## src/rtl/uart_lsr_pkg.sv

```systemverilog
package uart_lsr_pkg;

   localparam int LSR_W = 8;

   localparam int BIT_DR   = 0;
   localparam int BIT_OE   = 1;
   localparam int BIT_PE   = 2;
   localparam int BIT_FE   = 3;
   localparam int BIT_BI   = 4;
   localparam int BIT_THRE = 5;
   localparam int BIT_TEMT = 6;
   localparam int BIT_FERR = 7;

   // number of firmware-set sticky error flags (break, framing, parity)
   localparam int N_STICKY = 3;

   typedef struct packed {
      logic fifo_err;
      logic tx_empty;
      logic thr_empty;
      logic brk;
      logic frm;
      logic par;
      logic ovr;
      logic rdy;
   } lsr_t;

   localparam lsr_t LSR_RESET = '{fifo_err: 1'b0, tx_empty: 1'b1,
                                  thr_empty: 1'b1, brk: 1'b0, frm: 1'b0,
                                  par: 1'b0, ovr: 1'b0, rdy: 1'b0};

   // bit position of sticky flag k
   function automatic int sticky_bit(input int k);
      return BIT_PE + k;
   endfunction

endpackage

```

## src/rtl/lsr_rd_edge.sv

```systemverilog
module lsr_rd_edge #(
   parameter int SYNC_STAGES = 0
) (
   input  logic clk,
   input  logic rst_n,
   input  logic stb_i,
   output logic rise_o
);

   logic stb_s;
   logic stb_prev;

   generate
      if (SYNC_STAGES == 0) begin : g_direct
         assign stb_s = stb_i;
      end else if (SYNC_STAGES >= 2) begin : g_sync
         logic [SYNC_STAGES-1:0] chain;
         always_ff @(posedge clk) begin
            if (!rst_n) chain <= '0;
            else        chain <= {chain[SYNC_STAGES-2:0], stb_i};
         end
         assign stb_s = chain[SYNC_STAGES-1];
      end else begin : g_bad
         $error("lsr_rd_edge: SYNC_STAGES must be 0 or at least 2");
         assign stb_s = stb_i;
      end
   endgenerate

   always_ff @(posedge clk) begin
      if (!rst_n) stb_prev <= 1'b0;
      else        stb_prev <= stb_s;
   end

   assign rise_o = stb_s & ~stb_prev;

endmodule

```

## src/rtl/lsr_err_tracker.sv

```systemverilog
module lsr_err_tracker #(
   parameter int FIFO_DEPTH = 16,
   localparam int CNT_W = $clog2(FIFO_DEPTH + 1)
) (
   input  logic clk,
   input  logic rst_n,
   input  logic push_i,
   input  logic push_err_i,
   input  logic pop_i,
   input  logic pop_err_i,
   output logic any_err_o
);

   localparam logic [CNT_W-1:0] CNT_MAX = CNT_W'(FIFO_DEPTH);

   logic [CNT_W-1:0] cnt_q;
   logic inc, dec;

   assign inc = push_i & push_err_i & (cnt_q != CNT_MAX);
   assign dec = pop_i  & pop_err_i  & (cnt_q != '0);

   always_ff @(posedge clk) begin
      if (!rst_n) begin
         cnt_q <= '0;
      end else begin
         unique case ({inc, dec})
            2'b10:   cnt_q <= cnt_q + 1'b1;
            2'b01:   cnt_q <= cnt_q - 1'b1;
            default: cnt_q <= cnt_q;
         endcase
      end
   end

   assign any_err_o = (cnt_q != '0);

endmodule

```

## src/rtl/lsr_flag_bank.sv

```systemverilog
module lsr_flag_bank
   import uart_lsr_pkg::*;
(
   input  logic             clk,
   input  logic             rst_n,
   input  logic             wr_en_i,
   input  logic [LSR_W-1:0] wr_data_i,
   input  logic             rd_clr_i,
   input  logic             rbr_wr_i,
   input  logic             rx_pop_i,
   input  logic             rx_empty_i,
   input  logic             thr_load_i,
   input  logic             thr_drain_i,
   output logic [N_STICKY-1:0] sticky_o,
   output logic             ovr_o,
   output logic             rdy_o,
   output logic             thre_o,
   output logic             temt_o,
   output logic             unread_o
);

   // firmware-set, host-cleared flags; a set in the clearing cycle wins
   genvar k;
   generate
      for (k = 0; k < N_STICKY; k++) begin : g_sticky
         logic q;
         logic set;
         assign set = wr_en_i & wr_data_i[sticky_bit(k)];
         always_ff @(posedge clk) begin
            if (!rst_n)        q <= 1'b0;
            else if (set)      q <= 1'b1;
            else if (rd_clr_i) q <= 1'b0;
         end
         assign sticky_o[k] = q;
      end
   endgenerate

   // a byte is unread from its write until the host pops one
   logic unread_q;
   always_ff @(posedge clk) begin
      if (!rst_n)        unread_q <= 1'b0;
      else if (rbr_wr_i) unread_q <= 1'b1;
      else if (rx_pop_i) unread_q <= 1'b0;
   end
   assign unread_o = unread_q;

   logic ovr_q, ovr_set;
   assign ovr_set = rbr_wr_i & unread_q & ~rx_pop_i;
   always_ff @(posedge clk) begin
      if (!rst_n)        ovr_q <= 1'b0;
      else if (ovr_set)  ovr_q <= 1'b1;
      else if (rd_clr_i) ovr_q <= 1'b0;
   end
   assign ovr_o = ovr_q;

   logic rdy_q;
   always_ff @(posedge clk) begin
      if (!rst_n)          rdy_q <= 1'b0;
      else if (rbr_wr_i)   rdy_q <= 1'b1;
      else if (rx_empty_i) rdy_q <= 1'b0;
   end
   assign rdy_o = rdy_q;

   logic thre_q;
   always_ff @(posedge clk) begin
      if (!rst_n)           thre_q <= LSR_RESET.thr_empty;
      else if (thr_drain_i) thre_q <= 1'b1;
      else if (thr_load_i)  thre_q <= 1'b0;
   end
   assign thre_o = thre_q;

   logic temt_q;
   always_ff @(posedge clk) begin
      if (!rst_n)       temt_q <= LSR_RESET.tx_empty;
      else if (wr_en_i) temt_q <= wr_data_i[BIT_TEMT];
   end
   assign temt_o = temt_q;

endmodule

```

## src/rtl/uart_lsr_emu.sv

```systemverilog
module uart_lsr_emu
   import uart_lsr_pkg::*;
#(
   parameter int FIFO_DEPTH     = 16,
   parameter int RD_SYNC_STAGES = 0
) (
   input  logic       clk,
   input  logic       rst_n,
   input  logic       loc_wr_en,
   input  logic [7:0] loc_wr_data,
   output logic [7:0] loc_status,
   input  logic       rbr_wr,
   input  logic       rbr_push_err,
   input  logic       rx_pop,
   input  logic       rx_pop_err,
   input  logic       rx_empty,
   input  logic       thr_load,
   input  logic       thr_drain,
   input  logic       host_rd_stb,
   output logic [7:0] host_rd_data
);

   generate
      if (FIFO_DEPTH < 1) begin : g_bad_depth
         $error("uart_lsr_emu: FIFO_DEPTH must be at least 1");
      end
   endgenerate

   logic rd_rise;
   logic err_any;
   logic [N_STICKY-1:0] sticky;
   logic ovr, rdy, thre, temt, rx_unread;
   lsr_t status;

   lsr_rd_edge #(.SYNC_STAGES(RD_SYNC_STAGES)) u_edge (
      .clk    (clk),
      .rst_n  (rst_n),
      .stb_i  (host_rd_stb),
      .rise_o (rd_rise)
   );

   lsr_err_tracker #(.FIFO_DEPTH(FIFO_DEPTH)) u_err (
      .clk        (clk),
      .rst_n      (rst_n),
      .push_i     (rbr_wr),
      .push_err_i (rbr_push_err),
      .pop_i      (rx_pop),
      .pop_err_i  (rx_pop_err),
      .any_err_o  (err_any)
   );

   lsr_flag_bank u_flags (
      .clk         (clk),
      .rst_n       (rst_n),
      .wr_en_i     (loc_wr_en),
      .wr_data_i   (loc_wr_data),
      .rd_clr_i    (rd_rise),
      .rbr_wr_i    (rbr_wr),
      .rx_pop_i    (rx_pop),
      .rx_empty_i  (rx_empty),
      .thr_load_i  (thr_load),
      .thr_drain_i (thr_drain),
      .sticky_o    (sticky),
      .ovr_o       (ovr),
      .rdy_o       (rdy),
      .thre_o      (thre),
      .temt_o      (temt),
      .unread_o    (rx_unread)
   );

   always_comb begin
      status.fifo_err  = err_any;
      status.tx_empty  = temt;
      status.thr_empty = thre;
      status.brk       = sticky[2];
      status.frm       = sticky[1];
      status.par       = sticky[0];
      status.ovr       = ovr;
      status.rdy       = rdy;
   end

   assign loc_status = status;

   // capture before the clear lands on the same edge
   always_ff @(posedge clk) begin
      if (!rst_n)       host_rd_data <= '0;
      else if (rd_rise) host_rd_data <= status;
   end

endmodule

```

## config.mk

```make
export PLATFORM = sky130hd
export DESIGN_NAME = uart_lsr_emu
export DESIGN_NICKNAME = d
export VERILOG_FILES = /design/src/rtl/uart_lsr_pkg.sv /design/src/rtl/lsr_rd_edge.sv /design/src/rtl/lsr_err_tracker.sv /design/src/rtl/lsr_flag_bank.sv /design/src/rtl/uart_lsr_emu.sv
export SDC_FILE = /design/constraint.sdc
export NUM_CORES = 1
export LEC_CHECK = 0
export BUFFER_PORTS_ARGS = -buffer_cell sky130_fd_sc_hd__buf_2
export CAP_MARGIN = 15
export CORE_MARGIN = 2
export CORE_UTILIZATION = 45
export CTS_BUF_LIST = sky130_fd_sc_hd__clkbuf_4
export CTS_CLUSTER_SIZE = 28
export DETAILED_ROUTE_END_ITERATION = 10
export PLACE_DENSITY = 0.72
export SETUP_SLACK_MARGIN = 0.5
export SYNTH_ARGS = -nofsm -noshare
export SYNTH_HDL_FRONTEND = slang
export SYNTH_SLANG_ARGS = --single-unit
export TNS_END_PERCENT = 1
```

## constraint.sdc

```tcl
create_clock -name clk -period 3.65 [get_ports clk]
set_clock_uncertainty 0.1 [all_clocks]
set_input_delay 0.73 -clock clk [delete_from_list [all_inputs] [get_ports clk]]
set_output_delay 0.73 -clock clk [all_outputs]
set_load 0.01 [all_outputs]
```

==> results of run 1 <==
area by class of cell:
| type | count | area, um2 |
|---|---|---|
| multi-input cells | 86 | 544 |
| well taps | 28 | 35.0 |
| flip-flops and latches | 22 | 440 |
| clock buffers | 3 | 22.5 |
| clock inverters | 1 | 30.0 |
| repair buffers | 30 | 150 |
| fillers | 225 | 1030 |
| inverters | 1 | 3.75 |
how the worst max path moves through the flow:
stage                           to  slack (ns)  depth (start not counted)
floorplan           u_err.cnt_q[4]        1.09                         12
global placement    u_err.cnt_q[4]        0.91                         10
detailed placement  u_err.cnt_q[4]        0.82                         10
CTS                 u_err.cnt_q[4]        0.79                         10
global route        u_err.cnt_q[4]        0.61                         10
finish              u_err.cnt_q[4]        0.76                         10
routing by layer:
metal  routed length, um  up-vias  part of all wire [%]  global-route usage [%]
met5                   0        -                     0                       0
met4                   0        0                     0                    6.84
met3                  79        0                   3.9                    1.69
met2                1020       21                    50                    26.0
met1                 949      397                    46                    20.7
li1                    -      450                     -                       -
through the flow:
stage                     instance area [um2]  utilization [%]  hold WS, ns  setup WS [ns]
final                                    1230             54.4        0.366          0.761
after global routing                     1230             54.4        0.389          0.611
after CTS                                1230             54.4        0.371          0.791
after detailed placement                 1170             52.1        0.357          0.821
after global placement                   1170             52.1        0.349          0.906
after floorplan                          1080                -        0.350           1.09
cell families (layout without fill, tap and decap cells):
group	Yosys count	after routing	synth area share, %
buffers and inverters	16	35	9.12
muxes	3	3	2.77
AOI/OAI and AO/OA	23	23	15.2
xor gates and xnor gates	3	3	2.43
and+or+nand+nor	54	54	26.3
adders and majority gates	3	3	3.46
DFF	22	22	40.6
power breakdown:
part,switching [mW],internal (mW)
combinational,0.122,0.105
clock,0.0761,0.111
sequential,0.0331,0.269
total,0.231,0.484
sequential cells by signal, summed over array words and instances, names as in the netlist:
name	cells
host_rd_data	8
u_edge.stb_prev	1
u_err.cnt_q	5
u_flags.g_sticky.q	3
u_flags.ovr_o	1
u_flags.rdy_o	1
u_flags.temt_o	1
u_flags.thre_o	1
u_flags.unread_o	1
synthesized netlist by cell type, drive strengths merged:
cell type and number:
a211o 1, a21boi 8, a21oi 3, a22oi 4, a31oi 1, and2 2, and3 1, buf 10
clkbuf 5, dfxtp 22, ha 3, inv 1, mux2i 3, nand2 21, nand2b 5, nand3 2
nand3b 1, nand4 1, nor2 2, nor2b 10, nor3 2, nor3b 3, nor4 1, o211ai 1
o21a 2, o21ai 2, o32ai 1, or3 3, xnor2 2, xor2 1
worst max-delay path: stages, from the launching register on:
cell,delay [ns]
dfxtp_1,0.41
nor4_1,0.42
nand2b_1,0.18
and3_1,0.24
ha_1,0.31
xor2_1,0.18
ha_1,0.24
or3_1,0.33
nor3_2,0.14
or3_1,0.14
nand4_1,0.08
==> run summary, run 1 <==
======================================================================================================
Outcome ................................................................................. finished clean
Fmax ....................................................................................    0.346 GHz
DR vias .................................................................................          868
Number of placement rows ................................................................           17
Post-Route Setup TNS ....................................................................         0 ns
Die ar. .................................................................................     2820 um2
Worst setup slack for register-to-register paths ........................................      0.76 ns
Netlist area before placement ...........................................................     1080 um2
Number of synthesized register bits .....................................................           22
Remaining max-slew budget at the tightest pin ...........................................        62.9%
Initial DRC Count .......................................................................           21
Chip Height .............................................................................      53.1 um
Worst Setup End Kind ....................................................................     register
Clock transition at the register clock pins on the worst setup and hold paths after CTS .      0.13 ns
Clock root buffer .......................................................................     clkbuf_4
Maximum buffer depth of the clock tree ..................................................            2
Number of diodes ........................................................................            0
Hold-critical path endpoint ............................................................. host_rd_data[2]
Cells taking the most area after synthesis .............................................. dfxtp_1 41%, nand2_1 7.3%, nor2b_1 5.8%
Hold Vio Cnt, Final .....................................................................            0
Per-instance average area after synthesis ...............................................     8.74 um2
Cell depth of the worst hold path .......................................................            2
Post-synth net total ....................................................................          146
Post-cts repair resize count ............................................................            0
Core box area ...........................................................................     2250 um2
Leakage power ...........................................................................     0.538 nW
Area share of the largest cell type after synthesis .....................................        40.6%
Final setup violation count .............................................................            0
Share of synthesized area occupied by flip-flops and latches ............................        40.6%
DRC violations left .....................................................................            0
Global-route total usage across every layer .............................................        15.8%
DR vias/cell ............................................................................         5.08
Global-route wire length before repair ..................................................      3310 um
Portion of the clock cycle consumed by the worst path in the final layout ...............        79.1%
CTS tree ................................................................................          yes
Worst skew pair latency .................................................................      0.31 ns
Die Wd ..................................................................................      53.1 um
Depth of the worst register-to-register path ............................................           10
Startpoint of the lowest-slack register-to-register path ................................ u_err.cnt_q[1]
Arrival @ worst endpoint ................................................................      2.98 ns
Startpoint Class ........................................................................     register
Power density over cell area ............................................................   584 nW/um2
Worst slew pin tran .....................................................................     0.556 ns
Detailed Route WL .......................................................................      2050 um
Estimated wirelength of the detail-placed design ........................................      1470 um
Routability congestion estimate .........................................................        0.737
Slew Viols, Final .......................................................................            0
Inserted Clock Buffers ..................................................................            3
Worst setup path class ..................................................................      reg2reg
Number of top-level design ports ........................................................           35
Most common library cell in the layout ignoring fill and taps ...........................        buf_2
Design Power ............................................................................     0.716 mW
Post-CTS setup buffers ..................................................................            0
R2R Path End ............................................................................ u_err.cnt_q[4]
Critical path startpoint ................................................................ u_err.cnt_q[1]
Largest fanout on the critical path .....................................................            8
Max rail drop VDD .......................................................................   0.000376 V
Max-cap viol count ......................................................................            0
Final Net Count .........................................................................          166
CTS H-tree depth ........................................................................            1
Avg WL per Cell .........................................................................      12.0 um
Start point of the worst hold path ...................................................... host_rd_data[2]
Clock sinks .............................................................................           22
Post-placement cell count ...............................................................          167
Post-synthesis cell type count ..........................................................           35
Top library cells by usage in the layout, fill and taps aside ........................... 30 x buf_2, 22 x dfxtp_1, 21 x nand2_1
Antenna violations before repair ........................................................            0
Initial core utilization ................................................................        48.1%
Vias in the first global route ..........................................................          771
Count of buffers from port buffering ....................................................           30
Hold-fix buffer count after cts .........................................................            0
Fraction of final layout cells sized beyond drive strength 1 ............................        25.9%
Unrepaired setup endpoints after global routing .........................................           no
Synthesized netlist cell count ..........................................................          124
Maximum number of pins on one net before global-route repair ............................           26
Initial DRT Pass Iterations .............................................................            5
Required @ worst endpoint ...............................................................      3.74 ns
Count of antenna-violating nets left after detailed routing .............................            0
Yosys warns .............................................................................            0
Overflow left after global routing ......................................................            0
Time the worst path needs with I/O delays and setup .....................................      2.89 ns
Path category of the worst min-delay check ..............................................      reg2reg
Fin cells ...............................................................................          171
Area leader, netlist ....................................................................      dfxtp_1
Relative area change from synthesis to final layout .....................................        13.2%
======================================================================================================
Power figures use the tool's default switching activity.
==> inputs of run 2 (changes only) <==
--- a/config.mk
+++ b/config.mk
@@ -5,6 +5,7 @@
 export SDC_FILE = /design/constraint.sdc
 export NUM_CORES = 1
 export LEC_CHECK = 0
+export ABC_AREA = 1
 export BUFFER_PORTS_ARGS = -buffer_cell sky130_fd_sc_hd__buf_2
 export CAP_MARGIN = 15
 export CORE_MARGIN = 2
@@ -12,7 +13,7 @@
 export CTS_BUF_LIST = sky130_fd_sc_hd__clkbuf_4
 export CTS_CLUSTER_SIZE = 28
 export DETAILED_ROUTE_END_ITERATION = 10
-export PLACE_DENSITY = 0.72
+export PLACE_DENSITY = 0.76
 export SETUP_SLACK_MARGIN = 0.5
 export SYNTH_ARGS = -nofsm -noshare
 export SYNTH_HDL_FRONTEND = slang
==> constraint.sdc (replaced) <==
create_clock -name clk -period 2.6 [get_ports clk]
set_clock_uncertainty 0.1 [all_clocks]
set_input_delay 0.52 -clock clk [delete_from_list [all_inputs] [get_ports clk]]
set_output_delay 0.52 -clock clk [all_outputs]
set_load 0.01 [all_outputs]
==> run summary, run 2 <==
======================================================================================================
Outcome ................................................................................. finished clean
Portion of the clock cycle consumed by the worst path in the final layout ...............        84.1%   +4.9 points
CTS H-tree depth ........................................................................            1   unchanged
Yosys warns .............................................................................            0   unchanged
Fmax ....................................................................................    0.458 GHz   +32%
Design Power ............................................................................     0.874 mW   +22%
Chip Height .............................................................................      51.6 um   -2.7%
Required @ worst endpoint ...............................................................      2.71 ns   -1.03 ns
Number of enable flip-flop cells after synthesis ........................................            0   unchanged
Highest-delay cell along the critical path ..............................................      dfxtp_2
Area leader, netlist ....................................................................      dfxtp_1
Cell seen most often among critical-path stages .........................................        inv_2
Path category of the worst min-delay check ..............................................       in2reg
Initial DRC Count .......................................................................           20   -4.8%
Critical path cell sequence ............................................................. inv_2 -> nand4_1 -> nor2_2 -> inv_2 -> nand3_2 -> inv_2 -> ha_4 -> inv_2 -> nand2_1 -> nand2_1 -> ha_2 -> inv_2 -> nand2_2 -> nand3_2 -> nand3_1 -> nand2_1 -> nor2_1 -> nor2_1
Worst slew pin tran .....................................................................     0.315 ns   -0.241 ns
Most frequent cell after synthesis ......................................................      nand2_1
Final Net Count .........................................................................          201   +21%
Max FFs per register ....................................................................            8   unchanged
Fraction of final layout cells sized beyond drive strength 1 ............................        37.1%   +11 points
Die ar. .................................................................................     2670 um2   -5.4%
Top cells by count, synth ............................................................... 24 x nand2_1, 22 x dfxtp_1, 20 x inv_1, 16 x nor2_1
Hold Vio Cnt, Final .....................................................................            0   unchanged
Combined area of the multi-input logic cells ............................................      450 um2   -17%
Primary FF master, synth ................................................................      dfxtp_1
Worst Setup End Kind ....................................................................     register
Total area of sequential cells ..........................................................      445 um2   +1.1%
Per-instance average area after synthesis ...............................................     7.24 um2   -17%
Number of diodes ........................................................................            0   unchanged
CTS tree ................................................................................          yes
Initial DRT Pass Iterations .............................................................            4   -1
Count of antenna-violating nets left after detailed routing .............................            0   unchanged
Clock sinks .............................................................................           22   unchanged
Area share of the largest cell type after synthesis .....................................        43.1%   +2.5 points
Count of buffers from port buffering ....................................................           30   unchanged
DR vias .................................................................................         1027   +18%
Worst skew pair latency .................................................................      0.30 ns   about the same
Final setup violation count .............................................................            0   unchanged
Initial core utilization ................................................................        47.1%   -1.0 points
Netlist area before placement ...........................................................     1020 um2   -5.8%
Detailed Route WL .......................................................................      2420 um   +18%
Number of placement rows ................................................................           17   unchanged
Estimated wirelength of the detail-placed design ........................................      1640 um   +11%
Post-synthesis cell type count ..........................................................           19   -46%
Number of top-level design ports ........................................................           35   unchanged
Post-synth net total ....................................................................          163   +12%
Most common library cell in the layout ignoring fill and taps ...........................        buf_2
Register containing the most flip-flops in the final layout ............................. host_rd_data
Clock root buffer .......................................................................     clkbuf_4
Hold-fix buffer count after cts .........................................................            0   unchanged
Critical path's largest stage delay .....................................................      0.34 ns   -0.08 ns
Inserted Clock Buffers ..................................................................            3   unchanged
Maximum buffer depth of the clock tree ..................................................            2   unchanged
Post-Route Setup TNS ....................................................................         0 ns   unchanged
Max-cap viol count ......................................................................            0   unchanged
Largest fanout on the critical path .....................................................            4   -4
Top library cells by usage in the layout, fill and taps aside ........................... 30 x buf_2, 23 x nand2_1, 18 x dfxtp_1
Slew Viols, Final .......................................................................            0   unchanged
DRC violations left .....................................................................            0   unchanged
Worst setup path class ..................................................................      reg2reg
Biggest regs ............................................................................ host_rd_data (8), u_err.cnt_q (5), u_flags.g_sticky.q (3)
Arrival @ worst endpoint ................................................................      2.30 ns   -0.68 ns
DR vias/cell ............................................................................         4.99   -1.8%
Time the worst path needs with I/O delays and setup .....................................      2.19 ns   -0.703 ns
Power density over cell area ............................................................   677 nW/um2   +16%
Startpoint Class ........................................................................     register
Die Wd ..................................................................................      51.6 um   -2.7%
Synthesized netlist cell count ..........................................................          141   +14%
Count of fill cells added during filler insertion .......................................          220   -2.2%
Antenna violations before repair ........................................................            0   unchanged
Routability congestion estimate .........................................................        0.851   +15%
Final Core Density ......................................................................        59.5%   +5.1 points
Cells taking the most area after synthesis .............................................. dfxtp_1 43%, nand2_1 8.8%, a21oi_1 7.4%
Vias in the first global route ..........................................................          899   +17%
Number of synthesized register bits .....................................................           22   unchanged
Leakage power ...........................................................................     0.680 nW   +26%
Avg WL per Cell .........................................................................      11.7 um   -2.1%
Unrepaired setup endpoints after global routing .........................................          yes
Share of synthesized registers carrying an async set or reset ...........................           0%   unchanged
Global-route total usage across every layer .............................................        17.5%   +1.7 points
Overflow left after global routing ......................................................            0   unchanged
Share of synthesized area occupied by flip-flops and latches ............................        43.1%   +2.5 points
Relative area change from synthesis to final layout .....................................        26.5%
Maximum number of pins on one net before global-route repair ............................           14   -46%
Max rail drop VDD .......................................................................   0.000462 V   +23%
Clock transition at the register clock pins on the worst setup and hold paths after CTS .      0.12 ns   about the same
Remaining max-slew budget at the tightest pin ...........................................        78.9%   +16 points
Global-route wire length before repair ..................................................      3630 um   +9.8%
Core box area ...........................................................................     2170 um2   -3.8%
======================================================================================================
==> run 2: changes by cell type after synthesis, moves of 4 or more <==
cell / previous run / this run
a21boi_0: 7 / 0
nor2b_1: 10 / 0
nand2b_1: 5 / 0
nor2_1: 2 / 16
o21ai_0: 2 / 15
nand3_1: 2 / 6
clkbuf_1: 5 / 0
a21oi_1: 2 / 15
a22oi_1: 4 / 0
inv_1: 0 / 20
==> run 2: cell families (layout without fill, tap and decap cells) <==
kind of cell	after synthesis	count (layout)	synth area share, %
and+or+nand+nor	49	49	20.3
buffers and inverters	33	70	15.2
AOI/OAI and AO/OA	32	32	15.9
DFF	22	22	43.1
adders and majority gates	3	3	3.68
xor gates and xnor gates	2	2	1.72
==> run 2: metrics by stage <==
stage / hold slack, ns / area, um2 / worst slack [ns] / instances
after detailed placement: 0.355 / 1140 / 0.301 / 190
after global routing: 0.277 / 1290 / 0.291 / 206
final: 0.280 / 1290 / 0.415 / 206
after CTS: 0.279 / 1250 / 0.496 / 202
after floorplan: 0.339 / 1020 / 0.609 / 141
after global placement: 0.346 / 1140 / 0.376 / 190
==> run 2: what timing repair did <==
action / 4_1_cts / 5_1_grt
setup endpoints to repair: 2 / 4
buffers inserted: 8 / 4
resized for setup: 14 / 5
pin swaps: 7 / 8
==> run 2: where the power goes <==
group	internal, mW	total (mW)	switching (mW)
Combinational	0.139	0.318	0.179
Clock	0.0560	0.157	0.101
Sequential	0.376	0.399	0.0229
Total	0.571	0.874	0.303
==> run 2: final timing paths <==
| path | startpoint | end | slack, ns | depth (start not counted) |
|---|---|---|---|---|
| hold reg to reg | u_flags.temt_o | host_rd_data[6] | 0.37 | 2 |
| setup / recovery | u_err.cnt_q[0] | u_err.cnt_q[4] | 0.41 | 18 |
| hold / removal | thr_load | u_flags.thre_o | 0.28 | 2 |
| setup reg to reg | u_err.cnt_q[0] | u_err.cnt_q[4] | 0.41 | 18 |
==> run 2: routing by layer <==
metal	up-vias	global-route usage (%)	routed length (um)
li1	512	-	-
met5	-	0	0
met4	0	7.46	52
met1	478	20.4	1030
met2	31	31.2	1230
met3	6	3.16	103
==> run 2: cell type report <==
class	instances	area share (%)
multi-input cells	86	34.9
clock buffers	3	1.74
well taps	28	2.71
flip-flops and latches	22	34.5
clock inverters	1	0.291
repair buffers	43	19.2
inverters	23	6.69
==> run 2: worst max-delay path, delay by kind of cell (launching register included) <==
kind                     cells  cell delay [ns]
adder cells (fa/ha/maj)      2             0.36
buffers and inverters        5             0.27
AND/OR/NAND/NOR             11             1.02
flip-flops                   1             0.34
